--- src/rtl/uda_pkg.sv ---
package uda_pkg;
  localparam int SLOT_W = 8;

  // control -> lanes
  typedef struct packed {
    logic [SLOT_W-1:0] slotsOpen;
    logic              carryHold;
  } cycleStrobe_t;

  // lanes -> control
  typedef struct packed {
    logic              spillValid;
    logic [SLOT_W-1:0] spillUops;
    logic [SLOT_W-1:0] laneUops;
  } laneStrobe_t;
endpackage

--- src/rtl/uda_ctrl.sv ---
module uda_ctrl
  import uda_pkg::*;
#(
  parameter int W = 4
) (
  input  logic              clk,
  input  logic              rst,
  input  laneStrobe_t       laneS,
  output cycleStrobe_t      cycS,
  output logic [SLOT_W-1:0] totalUops
);
  localparam logic [SLOT_W-1:0] W_S = SLOT_W'(W);

  logic [SLOT_W-1:0] carry;
  logic [SLOT_W-1:0] drain;

  always_comb begin
    drain          = (carry > W_S) ? W_S : carry;
    cycS.slotsOpen = W_S - drain;
    cycS.carryHold = carry > W_S;
    totalUops      = drain + laneS.laneUops;
  end

  always_ff @(posedge clk) begin
    if (rst) carry <= '0;
    else     carry <= (carry - drain) + (laneS.spillValid ? laneS.spillUops : '0);
  end
endmodule

--- src/rtl/uda_lanes.sv ---
module uda_lanes
  import uda_pkg::*;
#(
  parameter int LANES  = 4,
  parameter int W      = 4,
  parameter int UOP_W  = 4,
  parameter int ROB_W  = 6,
  parameter int NUM_RF = 2,
  parameter int RF_W   = 3
) (
  input  cycleStrobe_t            cycS,
  input  logic [LANES-1:0]        instValid,
  input  logic [LANES*UOP_W-1:0]  instUops,
  input  logic [LANES-1:0]        instBegin,
  input  logic [LANES-1:0]        instEnd,
  input  logic [LANES*NUM_RF-1:0] instRfWrite,
  input  logic [ROB_W-1:0]        robFree,
  input  logic [NUM_RF*RF_W-1:0]  rfFree,
  input  logic                    nextReady,
  output logic [LANES-1:0]        laneAccept,
  output laneStrobe_t             laneS,
  output logic                    stallRob,
  output logic                    stallRf
);
  localparam logic [SLOT_W-1:0] W_S = SLOT_W'(W);
  localparam int SUM_W = UOP_W + $clog2(LANES + 1);
  localparam int RC_W  = (SUM_W > ROB_W) ? SUM_W : ROB_W;
  localparam int CNT_L = $clog2(LANES + 1);
  localparam int FC_W  = ((CNT_L > RF_W) ? CNT_L : RF_W) + 1;

  logic [SLOT_W-1:0] laneU   [LANES];
  logic [SLOT_W-1:0] laneReq [LANES];

  for (genvar k = 0; k < LANES; k++) begin : g_lane
    assign laneU[k]   = SLOT_W'(instUops[k*UOP_W +: UOP_W]);
    assign laneReq[k] = (laneU[k] > W_S) ? W_S : laneU[k];
  end

  logic [SLOT_W-1:0] avail;
  logic              alive;
  logic [RC_W-1:0]   cumU;
  logic [FC_W-1:0]   rfCnt [NUM_RF];
  logic              robOk, rfOk, slotOk;

  always_comb begin
    avail      = cycS.slotsOpen;
    alive      = !cycS.carryHold;
    cumU       = '0;
    laneAccept = '0;
    laneS      = '0;
    stallRob   = 1'b0;
    stallRf    = 1'b0;
    robOk      = 1'b0;
    rfOk       = 1'b0;
    slotOk     = 1'b0;
    for (int f = 0; f < NUM_RF; f++) rfCnt[f] = '0;
    for (int k = 0; k < LANES; k++) begin
      cumU  = cumU + RC_W'(laneU[k]);
      robOk = cumU <= RC_W'(robFree);
      rfOk  = 1'b1;
      for (int f = 0; f < NUM_RF; f++) begin
        rfCnt[f] = rfCnt[f] + FC_W'(instRfWrite[k*NUM_RF+f]);
        if (rfCnt[f] > FC_W'(rfFree[f*RF_W +: RF_W])) rfOk = 1'b0;
      end
      slotOk = (avail != '0) && (laneReq[k] <= avail) &&
               !(instBegin[k] && (avail != W_S));
      if (alive && instValid[k]) begin
        if (slotOk && robOk && rfOk && nextReady) begin
          laneAccept[k]  = 1'b1;
          laneS.laneUops = laneS.laneUops + laneReq[k];
          if (laneU[k] > W_S) begin
            laneS.spillValid = 1'b1;
            laneS.spillUops  = laneU[k] - W_S;
            avail            = '0;
          end else begin
            avail = avail - laneU[k];
          end
          if (instEnd[k]) avail = '0;
        end else begin
          alive = 1'b0;
          if (slotOk) begin
            stallRob = !robOk;
            stallRf  = !rfOk;
          end
        end
      end else begin
        alive = 1'b0;
      end
    end
  end
endmodule

--- src/rtl/uop_dispatch_alloc.sv ---
module uop_dispatch_alloc
  import uda_pkg::*;
#(
  parameter int LANES      = 4,
  parameter int DISPATCH_W = 4,
  parameter int ISSUE_W    = 6,
  parameter int UOP_W      = 4,
  parameter int ROB_W      = 6,
  parameter int NUM_RF     = 2,
  parameter int RF_W       = 3,
  localparam int W_EFF     = (DISPATCH_W == 0) ? ISSUE_W : DISPATCH_W,
  localparam int CNT_W     = $clog2(W_EFF + 1)
) (
  input  logic                    clk,
  input  logic                    rst,
  input  logic [LANES-1:0]        instValid,
  input  logic [LANES*UOP_W-1:0]  instUops,
  input  logic [LANES-1:0]        instBegin,
  input  logic [LANES-1:0]        instEnd,
  input  logic [LANES*NUM_RF-1:0] instRfWrite,
  input  logic [ROB_W-1:0]        robFree,
  input  logic [NUM_RF*RF_W-1:0]  rfFree,
  input  logic                    nextReady,
  output logic [LANES-1:0]        instReady,
  output logic [CNT_W-1:0]        uopsDispatched,
  output logic                    stallRob,
  output logic                    stallRf
);
  cycleStrobe_t      cycS;
  laneStrobe_t       laneS;
  logic [SLOT_W-1:0] totalUops;

  uda_ctrl #(.W(W_EFF)) ctrl_i (
    .clk(clk), .rst(rst), .laneS(laneS), .cycS(cycS), .totalUops(totalUops)
  );

  uda_lanes #(
    .LANES(LANES), .W(W_EFF), .UOP_W(UOP_W), .ROB_W(ROB_W),
    .NUM_RF(NUM_RF), .RF_W(RF_W)
  ) lanes_i (
    .cycS(cycS), .instValid(instValid), .instUops(instUops),
    .instBegin(instBegin), .instEnd(instEnd), .instRfWrite(instRfWrite),
    .robFree(robFree), .rfFree(rfFree), .nextReady(nextReady),
    .laneAccept(instReady), .laneS(laneS),
    .stallRob(stallRob), .stallRf(stallRf)
  );

  assign uopsDispatched = CNT_W'(totalUops);
endmodule

--- config.mk ---
export PLATFORM = sky130hd
export DESIGN_NAME = uop_dispatch_alloc
export DESIGN_NICKNAME = d
export VERILOG_FILES = /design/src/rtl/uda_pkg.sv /design/src/rtl/uda_ctrl.sv /design/src/rtl/uda_lanes.sv /design/src/rtl/uop_dispatch_alloc.sv
export SDC_FILE = /design/constraint.sdc
export NUM_CORES = 1
export LEC_CHECK = 0
export ABC_AREA = 1
export BUFFER_PORTS_ARGS = -buffer_cell sky130_fd_sc_hd__buf_2
export CORE_MARGIN = 2
export CORE_UTILIZATION = 60
export DETAILED_ROUTE_END_ITERATION = 8
export HOLD_SLACK_MARGIN = 0.12
export PLACE_DENSITY = 0.82
export SLEW_MARGIN = 20
export SYNTH_ARGS = -nofsm -noshare
export SYNTH_HDL_FRONTEND = slang
export SYNTH_SLANG_ARGS = --single-unit
--- constraint.sdc ---
create_clock -name clk -period 16.1 [get_ports clk]
set_clock_uncertainty 0.1 [all_clocks]
set_input_delay 1.61 -clock clk [delete_from_list [all_inputs] [get_ports clk]]
set_output_delay 1.61 -clock clk [all_outputs]
set_load 0.02 [all_outputs]
; ---- After elaboration in Yosys (flattened, before gate mapping)
; Cells that the tools add are included.
[totals]
elab_cells = 170
reg_bits = 8
in_bits = 51
[op_classes]
n_reduce_logical = 45
magnitude_cmp = 21
n_eq_ne = 4
addsub = 23
mux = 76
[op_table]
columns = cell, count
row1 = $mux 17, 8
row2 = $mux 8, 14
row3 = $mux 1, 46
row4 = $mux 9, 4
row5 = $add 8x8->8, 4
row6 = $le 8x8->1, 4
row7 = $ne 8x3->1 const B, 4
row8 = $reduce_bool 8->1, 4
row9 = $logic_and 1x1->1, 28
row10 = $gt 4x3->1, 6
row11 = $sub 8x4->8, 3
row12 = $le 7x6->1, 3
row13 = $sub 4x3->5 const B, 4
row14 = $add 4x1->4, 4
row15 = $gt 4x3->1 const B, 4
row16 = $mux 4, 4
row17 = $add 7x4->7, 2
row18 = $logic_not 1->1, 13
row19 = $gt 8x3->1 const B, 1
row20 = $sub 3x8->8 const A, 1
row21 = $sub 8x8->8, 1
row22 = $gt 1x3->1, 2
row23 = $le 4x6->1, 1
row24 = $add 4x4->5, 1
row25 = other kinds (2), 3

; ---- Depth between registers and ports, before layout
[depth]
depth_word = 41
mapped_depth = 76
mapped_depth_nobuf = 76

; ---- By module
; From an unflattened synthesis, not the netlist that was laid out.
[unflattened]
hier_cells = 973
hier_area_um2 = 6038.3
[modules_own_cells]
columns = mod, area_per_inst_um2, instances, cells_per_inst
row1 = uda_lanes, 4823.4, 1, 780
row2 = uda_ctrl, 1214.9, 1, 193

; ---- Worst setup path after synthesis
; Ideal clock, no wire load.
[synth_timing]
path_kind = input port to output port
from = input port instUops[3]
to = output port uopsDispatched[2]
t_required_ns = 14.390
t_arrival_ns = 8.308
path_buffers = 2
setup_slack_ns = 6.082
cell_stages = 55
cell_sequence = nor2_1 inv_1 nor2_1 ha_1 nand2_1 nand2_1 nand2_1 nand2_1 nand3_2 nand2_2 nor2_4 buf_6 nand2_1 o21ai_2 ha_1 inv_1 nor2_1 nor2_1 [... 19 more ...] nor2_1 inv_1 ha_1 nand2_1 o21ai_0 o2111ai_1 nand3_2 nor2_2 nand2_2 clkinv_2 nand2_1 nand2_1 ha_1 fa_1 xnor2_1 xor2_1 xnor2_1 xor2_1
[synth_via]
elab_chain_len = 38
[synth_rtl]
columns = element, line
row1 = from (decl), uop_dispatch_alloc.sv:17  ; input logic [LANES*UOP_W-1:0] instUops,
row2 = branches (longest 36 deep; another with $le 8x8->1), --
row3 = $mux 17 (*), uda_lanes.sv:67  ; if (alive && instValid[k]) begin
row4 = $add 3x3->3 (*), uda_ctrl.sv:21  ; totalUops = drain + laneS.laneUops;
row5 = to (decl), uop_dispatch_alloc.sv:25  ; output logic [CNT_W-1:0] uopsDispatched,
; Mark *: on every way between the ends.

; ---- Worst setup path in the final report
; Ends and elaborated chain as after synthesis.

==> summary.md <==
| Metric | Value |
|---|---|
| Drt first pass iters | 5 |
| Initial antenna violation count | 0 |
| First-pass GRT wire length | 21.2 mm |
| Crit path launch type | input port |
| Leak | 3.20 nW |
| Worst r2r dst | ctrl_i.carry[7] |
| Largest net degree at the start of global routing | 14 |
| FF-to-FF Start | ctrl_i.carry[5] |
| Worst setup startpoint | instUops[3] |
| Routed len/inst | 13.9 um |
| GP Congestion | 1.02 |
| Seq cells post-synth | 8 |
| Root buffer cell | clkbuf_8 |
| Antenna Nets Post-Route | 0 |
| # IOs | 60 |
| CTS max path bufs | 2 |
| Port-buffer cells | 58 |
| Commonest non-fill, non-tap cell in the layout | inv_1 |
| Area growth syn-to-layout | 9.23% |
| Post-synthesis simple-gate area fraction | 30.9% |
| Slew headroom | 44.0% |
| Vias | 5075 |
| Internal power | 0.204 mW |
| Cell area after synthesis | 0.00500 mm^2 |
| Register area share after synthesis | 3.20% |
| Area post-placement | 0.00542 mm^2 |
| Post-route cell area | 0.00547 mm^2 |
| Reg2Reg Setup Slack | 6.03 ns |
| Mapped Cells | 755 |
| Tot GR Track Use | 29.1% |
| H-tree Lvls | 1 |
| Crit path capture type | output pin |
| Ys async rst share | 0% |
| Vias per cell | 5.49 |
| Pre-CTS setup slack | 5.04 ns |
| Final worst setup slack | 4.88 ns |
| Pwr dens | 87.9 mW/mm^2 |
| Setup crit end | uopsDispatched[2] |
| Final setup vio count | 0 |
| Share of power burned in combinational logic | 87.6% |
| Max reg flops | 8 |
| RSZ-0062 raised after global routing | no |
| Period utilization | 69.7% |
| CTS hold repair buffers | 0 |
| Worst VDD drop | 0.0899 mV |
| Post-synth EDFFs | 0 |
| Slew Limit Fails | 0 |
| Die X | 95.3 um |
| Post-CTS Setup Repair Bufs | 0 |
| Core area | 0.00813 mm^2 |
| Crit path top cell by count | nand2_1 |
| Vias in the first global route | 4873 |
| Max Cap Violations | 0 |
| Synth Area in XOR/XNOR | 3.85% |
| Worst Setup Path Type | input port to output pin |
| Biggest register | ctrl_i.carry |
| Slowest CP cell | fa_1 |
| CTS tree | yes |
| GRT overflow | 0 |
| Biggest regs | ctrl_i.carry (8) |
| Yosys warning count | 0 |
| CTS resizes | 0 |
| Clock-pin slew on the worst setup and hold paths | 0.04 ns |
| Initial core utilization | 61.5% |
| Mux contribution to synthesized area | 0.200% |
| DP Wirelength | 11.4 mm |
| CP arrival | 9.51 ns |
| Post-Synth Adder-Cell Area | 34.9% |
| Sw Share | 57.5% |
| Layout cells sized above 1 | 16.0% |
| Setup TNS | 0 ns |
| Largest stage delay on the critical path | 0.40 ns |
| Largest family of logic cells by synthesized area | adder cells |
| Final hold violation count | 0 |
| N_diodes | 0 |
| # rows | 33 |
| Fmax | 0.0891 GHz |
| Req. time, crit path | 14.39 ns |
| Reg2reg path depth | 74 |
| Layout Nets | 1000 |
| Clock power share | 5.2% |
| Synth Area in Compound Gates | 13.9% |
| Reg power frac | 7.2% |
| Overall power | 0.480 mW |
| Skew-Pair Late Insertion Delay | 0.23 ns |
| Initial DRC Count | 300 |
| Slew @ Worst Pin | 0.836 ns |
| Clk sinks | 8 |
| Cell variety after synth | 52 |
| Final Routed Wirelength | 12.8 mm |
| CTS buffer count | 3 |
| Tmin final | 11.22 ns |
| Main synth FF type | dfxtp_1 |
| Crit path max fanout | 13 |
| Synth Area per Inst | 6.63 um^2 |
| Die Area | 0.00909 mm^2 |
| Status | finished clean |
| Worst min path class | flip-flop to flip-flop |
| Most frequent cells in the layout | inv_1 (155), nand2_1 (119), ha_1 (106) |
| DRC | 0 |
| Die height | 95.3 um |
| P_sw | 0.276 mW |
[synth_stat cells (all sizes together), types with 6 or more instances]
cell type,count,area (um^2)
inv,164,616
nand2,141,599
ha,106,1330
nor2,103,462
a21oi,37,200
nand3,36,230
o21ai,36,199
fa,21,420
nand4,17,136
xnor2,13,114
a31oi,10,62.6
xor2,9,78.8
dfxtp,8,160
a211oi,7,52.6
nor3,6,46.3
[metrics by stage]
step / hold slack, ns / utilization (%) / instances
global route: 0.763 / 67.2 / 925
floorplan: 0.606 / - / 762
global placement: 0.645 / 66.7 / 922
finish: 0.667 / 67.2 / 925
CTS: 0.668 / 67.2 / 925
detailed placement: 0.657 / 66.7 / 922
[worst min-delay path by stage]
stage               startpoint         endpoint  slack [ns]  cells past startpoint
2_1_floorplan  ctrl_i.carry[0]  ctrl_i.carry[0]        0.61                      5
5_1_grt        ctrl_i.carry[0]  ctrl_i.carry[0]        0.76                      5
3_5_place_dp   ctrl_i.carry[0]  ctrl_i.carry[0]        0.66                      5
4_1_cts        ctrl_i.carry[0]  ctrl_i.carry[0]        0.67                      5
6_report       ctrl_i.carry[0]  ctrl_i.carry[0]        0.67                      5
3_3_place_gp   ctrl_i.carry[0]  ctrl_i.carry[0]        0.65                      5
[area by class of cell]
type,count,area (um^2)
Sequential cell,8,160
Fill cell,729,2670
Multi-Input combinational cell,586,4220
Clock buffer,3,41.3
Tap cell,105,131
Inverter,165,621
Timing Repair Buffer,58,290
[power groups by stage]
stage / clock, mW / sequential (mW) / combinational [mW]
after global routing: 0.0260 / 0.0360 / 0.476
after CTS: 0.0252 / 0.0347 / 0.418
after global placement: 0 / 0.0347 / 0.394
final: 0.0249 / 0.0347 / 0.421
after floorplan: 0 / 0.0337 / 0.327
after detailed placement: 0 / 0.0351 / 0.416
[cell families after synthesis]
family,count (synthesis)
simple gates,314
flops,8
fa+ha+maj,127
buf+inv,168
mux,1
xor+xnor,22
compound gates,113
other cells,2
[metal layers]
| metal | vias up | share of wire [%] | GRT usage [%] |
|---|---|---|---|
| met5 | - | 0 | 0 |
| met4 | 0 | 1.9 | 7.13 |
| met3 | 22 | 4.4 | 0.949 |
| met2 | 138 | 50 | 55.3 |
| met1 | 2338 | 44 | 36.0 |
| li1 | 2577 | - | - |
[critical path: cells and delay by family]
kind	cells	cell delay [ns]
compound gates	8	1.08
fa+ha+maj	6	1.77
simple gates	30	3.44
xor+xnor	4	0.71
buf+inv	9	0.88
Note: power is estimated with default switching activity, not from simulation.
